==> config.mk <==
export PLATFORM = sky130hd
export DESIGN_NAME = fcp_parser
export DESIGN_NICKNAME = d
export VERILOG_FILES = /design/src/rtl/fcp_pkg.sv /design/src/rtl/fcp_sym_class.sv /design/src/rtl/fcp_crc8.sv /design/src/rtl/fcp_seq.sv /design/src/rtl/fcp_parser.sv
export SDC_FILE = /design/constraint.sdc
export NUM_CORES = 1
export LEC_CHECK = 0
export CAP_MARGIN = 0
export CORE_AREA = 2 2 101 103
export CTS_BUF_LIST = sky130_fd_sc_hd__clkbuf_16
export CTS_CLUSTER_DIAMETER = 40
export DETAILED_ROUTE_END_ITERATION = 10
export DIE_AREA = 0 0 103 105
export MAX_ROUTING_LAYER = met4
export SETUP_SLACK_MARGIN = 0.3
export SKIP_LAST_GASP = 1
export SYNTH_ARGS = -nofsm -noshare
export SYNTH_HDL_FRONTEND = slang
export SYNTH_HIERARCHICAL = 1
export SYNTH_SLANG_ARGS = --single-unit
==> constraint.sdc <==
create_clock -name clk -period 2.9 [get_ports clk]
set_input_delay 0.58 -clock clk [delete_from_list [all_inputs] [get_ports clk]]
set_output_delay 0.58 -clock clk [all_outputs]
set_load 0.02 [all_outputs]
==> src/rtl/fcp_pkg.sv <==
package fcp_pkg;

  typedef enum logic [2:0] {
    SK_DATA,
    SK_SOP,
    SK_EOP,
    SK_NAK,
    SK_IDLE,
    SK_ATTN,
    SK_BAD
  } sym_kind_t;

  typedef enum logic [3:0] {
    ST_OUT,
    ST_CMD,
    ST_ADDR,
    ST_DLO,
    ST_DHI,
    ST_CNT,
    ST_CRC,
    ST_HOLD,
    ST_SKIP
  } seq_state_t;

  typedef enum logic [1:0] {
    LY_CMD  = 2'd0,
    LY_ADDR = 2'd1,
    LY_DATA = 2'd2,
    LY_CNT  = 2'd3
  } layout_t;

  localparam logic [1:0] ERR_CRC = 2'd1;
  localparam logic [1:0] ERR_FMT = 2'd2;

endpackage

==> src/rtl/fcp_sym_class.sv <==
module fcp_sym_class
  import fcp_pkg::*;
#(
  parameter int                 BYTE_W    = 8,
  parameter logic [BYTE_W-1:0]  IDLE_CODE = 'h00,
  parameter logic [BYTE_W-1:0]  SOP_CODE  = 'h01,
  parameter logic [BYTE_W-1:0]  EOP_CODE  = 'h02,
  parameter logic [BYTE_W-1:0]  NAK_CODE  = 'h03,
  parameter logic [BYTE_W-1:0]  ATTN_CODE = 'h04
) (
  input  logic [BYTE_W:0] sym_i,
  output sym_kind_t       kind_o
);

  logic [BYTE_W-1:0] low;
  assign low = sym_i[BYTE_W-1:0];

  always_comb begin
    if (!sym_i[BYTE_W])          kind_o = SK_DATA;
    else if (low == SOP_CODE)    kind_o = SK_SOP;
    else if (low == EOP_CODE)    kind_o = SK_EOP;
    else if (low == NAK_CODE)    kind_o = SK_NAK;
    else if (low == IDLE_CODE)   kind_o = SK_IDLE;
    else if (low == ATTN_CODE)   kind_o = SK_ATTN;
    else                         kind_o = SK_BAD;
  end

endmodule

==> src/rtl/fcp_crc8.sv <==
module fcp_crc8 #(
  parameter int                 W    = 8,
  parameter logic [W-1:0]       POLY = 'h07
) (
  input  logic [W-1:0] crc_i,
  input  logic [W-1:0] byte_i,
  output logic [W-1:0] crc_o
);

  // whole byte folded in, then W shift steps, MSB first
  always_comb begin
    logic [W-1:0] c;
    c = crc_i ^ byte_i;
    for (int i = 0; i < W; i++) begin
      if (c[W-1]) c = (c << 1) ^ POLY;
      else        c = c << 1;
    end
    crc_o = c;
  end

endmodule

==> src/rtl/fcp_seq.sv <==
module fcp_seq
  import fcp_pkg::*;
#(
  parameter int BYTE_W = 8,
  parameter int SEL_W  = 3
) (
  input  logic                  clk,
  input  logic                  rst_n,
  input  logic                  fire_i,
  input  sym_kind_t             kind_i,
  input  logic [BYTE_W-1:0]     byte_i,
  input  logic [BYTE_W-1:0]     crc_next_i,
  output logic [BYTE_W-1:0]     crc_q_o,
  output logic                  hold_o,
  output logic                  cmd_stb_o,
  output logic                  err_stb_o,
  output logic [1:0]            err_code_o,
  output logic                  oof_o,
  output logic [BYTE_W-1:0]     cmd_o,
  output layout_t               layout_o,
  output logic [BYTE_W-1:0]     addr_o,
  output logic [2*BYTE_W-1:0]   data_o,
  output logic [BYTE_W-1:0]     cnt_o
);

  localparam int WORD_W  = 2 * BYTE_W;
  localparam int LAYOUTS = 4;

  seq_state_t          st_q, st_n;
  logic [BYTE_W-1:0]   crc_q, crc_n;
  layout_t             lay_q, lay_n;
  logic [BYTE_W-1:0]   cmd_q, cmd_n, addr_q, addr_n, cnt_q, cnt_n;
  logic [WORD_W-1:0]   data_q, data_n;
  logic                good, crc_bad, fmt_bad, oof;
  logic                mid;

  assign mid = (st_q == ST_ADDR) || (st_q == ST_DLO) || (st_q == ST_DHI) ||
               (st_q == ST_CNT)  || (st_q == ST_CRC);

  always_comb begin
    st_n    = st_q;
    crc_n   = crc_q;
    lay_n   = lay_q;
    cmd_n   = cmd_q;
    addr_n  = addr_q;
    data_n  = data_q;
    cnt_n   = cnt_q;
    good    = 1'b0;
    crc_bad = 1'b0;
    fmt_bad = 1'b0;
    oof     = 1'b0;
    if (st_q == ST_HOLD) begin
      st_n = ST_CMD;
    end else if (fire_i) begin
      case (kind_i)
        SK_SOP: begin
          fmt_bad = mid;
          st_n    = ST_CMD;
          crc_n   = '0;
        end
        SK_EOP: begin
          fmt_bad = mid;
          st_n    = ST_OUT;
          crc_n   = '0;
        end
        SK_NAK: begin
          fmt_bad = mid;
          st_n    = (st_q == ST_OUT) ? ST_OUT : ST_CMD;
          crc_n   = '0;
        end
        SK_BAD: oof = 1'b1;
        SK_DATA: begin
          case (st_q)
            ST_OUT: oof = 1'b1;
            ST_CMD: begin
              crc_n  = crc_next_i;
              cmd_n  = byte_i;
              addr_n = '0;
              data_n = '0;
              cnt_n  = '0;
              if (byte_i[SEL_W-1:0] > SEL_W'(LAYOUTS - 1)) begin
                fmt_bad = 1'b1;
                st_n    = ST_SKIP;
              end else begin
                lay_n = layout_t'(byte_i[1:0]);
                st_n  = (byte_i[1:0] == LY_CMD) ? ST_CRC : ST_ADDR;
              end
            end
            ST_ADDR: begin
              crc_n  = crc_next_i;
              addr_n = byte_i;
              case (lay_q)
                LY_DATA: st_n = ST_DLO;
                LY_CNT:  st_n = ST_CNT;
                default: st_n = ST_CRC;
              endcase
            end
            ST_DLO: begin
              crc_n              = crc_next_i;
              data_n[BYTE_W-1:0] = byte_i;
              st_n               = ST_DHI;
            end
            ST_DHI: begin
              crc_n                   = crc_next_i;
              data_n[WORD_W-1:BYTE_W] = byte_i;
              st_n                    = ST_CRC;
            end
            ST_CNT: begin
              crc_n = crc_next_i;
              cnt_n = byte_i;
              st_n  = ST_CRC;
            end
            ST_CRC: begin
              if (byte_i == crc_q) good = 1'b1;
              else                 crc_bad = 1'b1;
              st_n = ST_HOLD;
            end
            default: ;
          endcase
        end
        default: ;
      endcase
    end
  end

  always_ff @(posedge clk or negedge rst_n) begin
    if (!rst_n) begin
      st_q       <= ST_OUT;
      crc_q      <= '0;
      lay_q      <= LY_CMD;
      cmd_q      <= '0;
      addr_q     <= '0;
      data_q     <= '0;
      cnt_q      <= '0;
      cmd_stb_o  <= 1'b0;
      err_stb_o  <= 1'b0;
      err_code_o <= '0;
      oof_o      <= 1'b0;
    end else begin
      st_q       <= st_n;
      crc_q      <= crc_n;
      lay_q      <= lay_n;
      cmd_q      <= cmd_n;
      addr_q     <= addr_n;
      data_q     <= data_n;
      cnt_q      <= cnt_n;
      cmd_stb_o  <= good;
      err_stb_o  <= crc_bad | fmt_bad;
      err_code_o <= crc_bad ? ERR_CRC : (fmt_bad ? ERR_FMT : 2'd0);
      oof_o      <= oof;
    end
  end

  assign hold_o   = (st_q == ST_HOLD);
  assign crc_q_o  = crc_q;
  assign cmd_o    = cmd_q;
  assign layout_o = lay_q;
  assign addr_o   = addr_q;
  assign data_o   = data_q;
  assign cnt_o    = cnt_q;

endmodule

==> src/rtl/fcp_parser.sv <==
module fcp_parser
  import fcp_pkg::*;
#(
  parameter int                 BYTE_W    = 8,
  parameter logic [BYTE_W-1:0]  CRC_POLY  = 'h07,
  parameter logic [BYTE_W-1:0]  IDLE_CODE = 'h00,
  parameter logic [BYTE_W-1:0]  SOP_CODE  = 'h01,
  parameter logic [BYTE_W-1:0]  EOP_CODE  = 'h02,
  parameter logic [BYTE_W-1:0]  NAK_CODE  = 'h03,
  parameter logic [BYTE_W-1:0]  ATTN_CODE = 'h04
) (
  input  logic                  clk,
  input  logic                  rst_n,
  input  logic [BYTE_W:0]       sym_i,
  input  logic                  sym_valid_i,
  output logic                  ready_o,
  output logic                  cmd_valid_o,
  output logic [BYTE_W-1:0]     cmd_o,
  output logic [1:0]            layout_o,
  output logic [BYTE_W-1:0]     addr_o,
  output logic [2*BYTE_W-1:0]   data_o,
  output logic [BYTE_W-1:0]     count_o,
  output logic                  err_valid_o,
  output logic [1:0]            err_code_o,
  output logic                  oof_o
);

  sym_kind_t          kind;
  logic               fire, hold;
  logic [BYTE_W-1:0]  crc_q, crc_next;
  layout_t            lay;

  assign ready_o = !hold;
  assign fire    = sym_valid_i && ready_o;

  fcp_sym_class #(
    .BYTE_W(BYTE_W), .IDLE_CODE(IDLE_CODE), .SOP_CODE(SOP_CODE),
    .EOP_CODE(EOP_CODE), .NAK_CODE(NAK_CODE), .ATTN_CODE(ATTN_CODE)
  ) u_class (
    .sym_i (sym_i),
    .kind_o(kind)
  );

  fcp_crc8 #(.W(BYTE_W), .POLY(CRC_POLY)) u_crc (
    .crc_i (crc_q),
    .byte_i(sym_i[BYTE_W-1:0]),
    .crc_o (crc_next)
  );

  fcp_seq #(.BYTE_W(BYTE_W)) u_seq (
    .clk       (clk),
    .rst_n     (rst_n),
    .fire_i    (fire),
    .kind_i    (kind),
    .byte_i    (sym_i[BYTE_W-1:0]),
    .crc_next_i(crc_next),
    .crc_q_o   (crc_q),
    .hold_o    (hold),
    .cmd_stb_o (cmd_valid_o),
    .err_stb_o (err_valid_o),
    .err_code_o(err_code_o),
    .oof_o     (oof_o),
    .cmd_o     (cmd_o),
    .layout_o  (lay),
    .addr_o    (addr_o),
    .data_o    (data_o),
    .cnt_o     (count_o)
  );

  assign layout_o = lay;

endmodule

Yosys cells after proc, flatten, opt, wreduce, memory -nomap -nowiden --
Cells that the tools add are included.
Storage, ports and cells: bits in registers 59, output and inout port bits 48
Operators by class: order comparisons 1, equal/unequal tests 20, mux-type cells 49, bitwise logic cells 12, reductions and logical operators 28
Operators by type and width (count):
- 8-bit one-hot mux with 2 select lines | 5
- 3-bit 2-to-1 mux | 14
- 3-bit NOT | 8
- 4-bit AND reduction | 6
- 4-bit one-hot mux with 5 select lines | 1
- 1-bit 2-to-1 mux | 18
- 4-bit by 3-bit equality test with 1-bit output, second input constant | 4
- 8-bit by 2-bit equality test with 1-bit output, second input constant | 2
- 4-bit one-hot mux with 4 select lines | 1
- 4-bit 2-to-1 mux | 3
- 2-bit nonzero test | 6
- 4-bit by 2-bit equality test with 1-bit output, second input constant | 2
- 8-bit by 1-bit equality test with 1-bit output, second input constant | 1
- 8-bit by 3-bit equality test with 1-bit output, second input constant | 1
- 8-bit equality test | 1
- 8-bit logical NOT | 1
- 8-bit 2-to-1 mux | 1
- 8-bit bitwise XOR | 1
- 7-bit by 4-bit inequality test with 1-bit output, second input constant | 1
- 3-bit by 2-bit equality test with 1-bit output, second input constant | 2
- 2-bit 2-to-1 mux | 3
- 3-bit one-hot mux with 2 select lines | 1
- 5-bit AND reduction | 1
- 5-bit nonzero test | 1
- other kinds (19) | 25

Depth between registers and ports, before layout --
Gate-level depths: netlist of the first run.
depth after elaboration 19, depth in mapped cells 9

Hierarchy --
Netlist of the first run, hierarchy kept.
By module, submodules not included:
- fcp_seq | times used 1, cells an instance 248, area an instance 2620.0 um^2, sequential area each 1476.4 um^2
- fcp_crc8 | times used 1, cells an instance 21, area an instance 183.9 um^2, sequential area each 0.0 um^2
- fcp_sym_class | times used 1, cells an instance 10, area an instance 60.1 um^2, sequential area each 0.0 um^2
- fcp_parser | times used 1, cells an instance 2, area an instance 10.0 um^2, sequential area each 0.0 um^2

Least setup slack after synthesis of the first run --
OpenSTA, ideal clock, no wires.
path kind input -> register, start input port sym_i[5], end register u_seq.data_q[10] (netlist: u_seq/data_o[10]), arrival time 2445 ps, data required time 2779 ps, setup slack 334 ps, cell stages on the path 8, cells stage by stage nor3_2 > nand2_1 > o31a_1 > or4b_4 > nor4bb_1 > buf_2 > nor2_1 > a22o_1
Between the ends: elaborated cells between the ends (all ways) 13, classes of those cells 4 x eq/ne; 6 x mux; 3 x reduce/logical
RTL lines:
- from (decl) | line fcp_parser.sv:14 | input logic [BYTE_W:0] sym_i,
- 8-bit by 2-bit equality test with 1-bit output | line fcp_sym_class.sv:22 | else if (low == NAK_CODE) kind_o = SK_NAK;
- 3-bit 2-to-1 mux | line fcp_sym_class.sv:22
- 3-bit 2-to-1 mux | line fcp_sym_class.sv:21 | else if (low == EOP_CODE) kind_o = SK_EOP;
- 3-bit 2-to-1 mux (*) | line fcp_sym_class.sv:20 | else if (low == SOP_CODE) kind_o = SK_SOP;
- 3-bit 2-to-1 mux (*) | line fcp_sym_class.sv:19 | if (!sym_i[BYTE_W]) kind_o = SK_DATA;
- named net kind[2] | line fcp_parser.sv:28 | sym_kind_t kind;
- 3-bit logical NOT (*) | line fcp_seq.sv:55 | case (kind_i)
- 4-bit AND reduction (no source line) (*)
- to (signal assigned) | line fcp_seq.sv:145 | data_q <= data_n;
- to (decl) | line fcp_seq.sv:33 | logic [WORD_W-1:0] data_q, data_n;
Mark *: on every way through the listed nets, which the timed path passes. The rest lies on a longest branch. A chain may end at the register's enable or synchronous reset.

Worst setup path after layout of the first run --
start input port sym_i[6], end register u_seq.err_stb_o
Between the ends: elaborated cells between the ends (all ways) 26, classes of those cells 8 x eq/ne; 14 x mux; 1 x bitwise; 3 x reduce/logical
RTL lines:
- 8-bit by 2-bit equality test with 1-bit output | line fcp_sym_class.sv:22
- 3-bit 2-to-1 mux | line fcp_sym_class.sv:22
- 3-bit 2-to-1 mux | line fcp_sym_class.sv:21
- 3-bit 2-to-1 mux (*) | line fcp_sym_class.sv:20
- 3-bit 2-to-1 mux (*) | line fcp_sym_class.sv:19
- named net kind[2] | line fcp_parser.sv:28
- 3-bit logical NOT (*) | line fcp_seq.sv:55
- 1-bit 2-to-1 mux (*) | line fcp_seq.sv:55
- 1-bit 2-to-1 mux (*) | line fcp_seq.sv:54 | end else if (fire_i) begin
- 1-bit 2-to-1 mux (*) | line fcp_seq.sv:52 | if (st_q == ST_HOLD) begin
- named net u_seq.crc_bad | line fcp_seq.sv:34 | logic good, crc_bad, fmt_bad, oof;
- 1-bit bitwise OR (*) | line fcp_seq.sv:148 | err_stb_o <= crc_bad | fmt_bad;
- to (signal assigned) | line fcp_seq.sv:148
- to (decl) | line fcp_seq.sv:16 | output logic err_stb_o,
Marked as above.

==> flow_summary_export.csv, run 1 <==
group,metric,value,unit
floorplan,start_util,0.2982,
power_and_ir_drop,power.internal,2.532,mW
clock_tree,cts-root-buf,"clkbuf_16",
global_routing,first_global_vias,2466,
setup_path,worst_setup_path_end_kind,"flop",
logic_synthesis,ys.flop_type,"dfrtp_1",
logic_synthesis,async_flop_share,1.000,
clock_tree,path_clk_slew,0.05,ns
sta,finalCritPeriodShare,0.8600,
clock_tree,cts_max_path_buffers,2,
global_routing,grt_max_degree,60,
sta,clock_skew,0.005875,ns
global_routing,overflow,0,
logic_synthesis,yosysUniqueCellTypes,42,
finish,stdcell_area,4265,um^2
finish,area_growth,48.41,%
place,hpwl,5.706,mm
clock_tree,clkLatencyLatePin,0.33,ns
setup_path,arrival,2.76,ns
detailed_routing,wl_per_cell,15.41,um
clock_tree,cts_tree,"done",
power_and_ir_drop,combPwrFrac,0.432,
power_and_ir_drop,power_frac_seq,0.317,
floorplan,rows,36,
clock_tree,cts.sinks,59,
sta,timing.hold.ws,0.2291,ns
logic_synthesis,synth-edff-count,0,
power_and_ir_drop,p_total,3.922,mW
detailed_routing,antenna_left,0,
setup_path,cp.required,3.17,ns
clock_tree,cts-htree-levels,3,
global_routing,antenna_found_initial,1,
power_and_ir_drop,peakVddDrop,315.3,uV
logic_synthesis,ys_ff_latch,59,
finish,postLayoutCoreUtil,0.4425,
place,dpl_cell_area,3909,um^2
finish,finalNetCount,400,
logic_synthesis,syn_nets,293,
global_routing,grtUsageTotal,0.1613,
sta,setup_viol_count_final,0,
sta,maxSlewHeadroom,0.6623,
setup_path,r2r_slack,0.43,ns
detailed_routing,via_per_inst,4.819,
floorplan,die_w,103,um
setup_path,worstPathMaxFanout,3,
sta,slew_violations,0,
setup_path,r2r_cells,8,
clock_tree,cts_buffers,9,
sta,fmax,401.0,MHz
power_and_ir_drop,power_density,919.6,nW/um^2
detailed_routing,firstDrtPassIters,4,
logic_synthesis,syn_area,2874,um^2
power_and_ir_drop,clockPowerShare,0.250,
setup_path,worstReg2RegStart,"u_seq/st_q[0]",
logic_synthesis,yosysSeqAreaShare,0.5137,
detailed_routing,vias,2530,
detailed_routing,wl,8.089,mm
detailed_routing,drtIter0Drc,163,
sta,finalHoldViolCount,0,
hold_path,hold_class,"in2async",
floorplan,die_area,10820,um^2
place,place_congestion,0.8375,
setup_path,path_class,"in2reg",
logic_synthesis,synth_cells,281,
floorplan,core-area,9639,um^2
floorplan,die_h,105,um
setup_path,start_kind,"input pin",
place,portBuffers,59,
power_and_ir_drop,p_sw,1.390,mW
setup_path,regToRegEndpoint,"u_seq/err_stb_o",
flow_run,drv_cap,0,
detailed_routing,drc,0,
global_routing,grt_pass1_wl,12.72,mm
floorplan,io_pins,60,
finish,drive_above_1_share,0.2020,
power_and_ir_drop,swShare,0.3544,
power_and_ir_drop,p_leak,1.937,nW
status,outcome,"complete, no violations",
sta,fin_crit,2.494,ns
logic_synthesis,yosysWarnings,6,
logic_synthesis,avgSynthCellArea,10.23,um^2
sta,worst_pin_slew,0.5047,ns
sta,rsz0062_at_grt,"false",
-- placed cells by master (no fill, tap or decap), drive strengths merged, types with 4 or more instances in the layout --
cell	n
dfrtp	59
buf	51
clkdlybuf4s50	50
nand2	50
a22o	25
xor2	15
xnor2	15
clkbuf	13
nor2	12
inv	11
o21ai	11
mux2i	10
nor3	10
dlygate4sd2	4
and3	4
nand2b	4
nand4	4
clkinv	4
nor2b	4
nor4	4
-- state kept, by name, summed over array words and instances (netlist names) --
signal            count
u_seq/err_stb_o       1
u_seq/oof_o           1
u_seq/cmd_stb_o       1
u_seq/crc_q_o         8
u_seq/st_q            4
u_seq/data_o         16
u_seq/cmd_o           8
u_seq/addr_o          8
u_seq/err_code_o      2
u_seq/layout_o        2
u_seq/cnt_o           8
-- cell type report --
cell class                 instances  area (um^2)
fill                             963         5374
tap                              133        166.4
clock inverter                     5        46.29
sequential                        59         1476
multi-input combinational        198         1335
timing repair buffer             109        972.2
antenna                            1        2.502
inverter                          11        41.29
clock buffer                       9        225.2
-- routing by layer --
metal,GRT usage,vias up,share of wire
met5,-,-,0
met4,0.06955,0,0.029
met3,0.04415,26,0.051
met2,0.2440,78,0.48
met1,0.2010,1228,0.44
li1,-,1198,-
-- synthesized netlist by cell type, types with 3 or more instances --
library cell | instances | area (um^2)
nand3_1 | 3 | 15.01
inv_1 | 11 | 41.29
nand2_1 | 50 | 187.7
xnor2_1 | 15 | 131.4
a22o_1 | 25 | 219.0
and3_1 | 4 | 25.02
nor4_1 | 3 | 18.77
o21ai_0 | 11 | 55.05
nand4_1 | 4 | 25.02
clkbuf_1 | 11 | 41.29
xor2_1 | 15 | 131.4
or3_1 | 3 | 18.77
mux2i_1 | 10 | 100.1
nor2b_1 | 4 | 25.02
nand2b_1 | 4 | 25.02
nor2_1 | 12 | 45.04
dfrtp_1 | 59 | 1476
nor3_1 | 8 | 40.04
-- critical path, cell delays in order --
cell and delay (ns):
dlygate4sd2_1 0.26, nor2_2 0.11, nand2_1 0.08, o31a_1 0.33, or4b_4 0.51, or3b_4 0.44, buf_6 0.14, a211oi_4 0.20
or2_1 0.13
-- per-stage QoR --
stage | TNS (ns) | worst slack (ns) | cells
2_1_floorplan | 0 | 0.3344 | 281
3_3_place_gp | -4.093 | -0.2467 | 501
3_5_place_dp | -3.995 | -0.2865 | 501
4_1_cts | 0 | 0.3077 | 520
5_1_grt | 0 | 0.3137 | 525
6_report | 0 | 0.4061 | 525
-- how the worst max path moves through the flow --
stage / start / endpoint / slack, ns / cells after the start
2_1_floorplan: sym_i[5] / u_seq/data_o[10] / 0.33 / 8
3_3_place_gp: sym_i[5] / u_seq/cnt_o[5] / -0.25 / 8
3_5_place_dp: sym_i[5] / u_seq/cnt_o[7] / -0.29 / 8
4_1_cts: sym_i[4] / u_seq/cnt_o[7] / 0.31 / 9
5_1_grt: sym_i[3] / u_seq/err_stb_o / 0.31 / 9
6_report: sym_i[6] / u_seq/err_stb_o / 0.41 / 9
-- timing repair --
action                                  4_1_cts  5_1_grt
hold buffers                                  0        0
pin swaps                                     8        9
cloned                                        0        0
endpoints found under the setup margin       21       25
resized for setup                            13       12
setup buffers                                 5        4
-- power by group through the flow --
stage                     combinational [mW]  clock, mW  sequential [mW]
after floorplan                        0.799          0             1.46
after global placement                  1.67          0             1.25
after detailed placement                1.69          0             1.26
after CTS                               1.70       1.00             1.25
after global routing                    1.84       1.04             1.28
final                                   1.70      0.982             1.25
-- kinds of logic (layout without fill, tap and decap cells) --
kind of cell	after synthesis	in the layout	share of synthesized area
AND/OR/NAND/NOR	105	105	0.1837
AO/OA/AOI/OAI	51	51	0.1367
buffers and inverters	24	134	0.03178
other	0	1	0
multiplexers	12	12	0.04267
XOR/XNOR	30	30	0.09143
flip-flops	59	59	0.5137
No activity file was read; power rests on OpenSTA's default activity.
==> inputs of run 2 (changes only) <==
--- a/config.mk
+++ b/config.mk
@@ -5,7 +5,6 @@
 export SDC_FILE = /design/constraint.sdc
 export NUM_CORES = 1
 export LEC_CHECK = 0
-export CAP_MARGIN = 0
 export CORE_AREA = 2 2 101 103
 export CTS_BUF_LIST = sky130_fd_sc_hd__clkbuf_16
 export CTS_CLUSTER_DIAMETER = 40
==> results of run 2 <==
Final layout, timing and power as in run 1 (identical DEF).
==> inputs of run 3 (changes only) <==
--- a/config.mk
+++ b/config.mk
@@ -13,6 +13,7 @@
 export MAX_ROUTING_LAYER = met4
 export SETUP_SLACK_MARGIN = 0.3
 export SKIP_LAST_GASP = 1
+export SLEW_MARGIN = 20
 export SYNTH_ARGS = -nofsm -noshare
 export SYNTH_HDL_FRONTEND = slang
 export SYNTH_HIERARCHICAL = 1
==> results of run 3 <==
Final layout, timing and power as in run 1 (identical DEF).
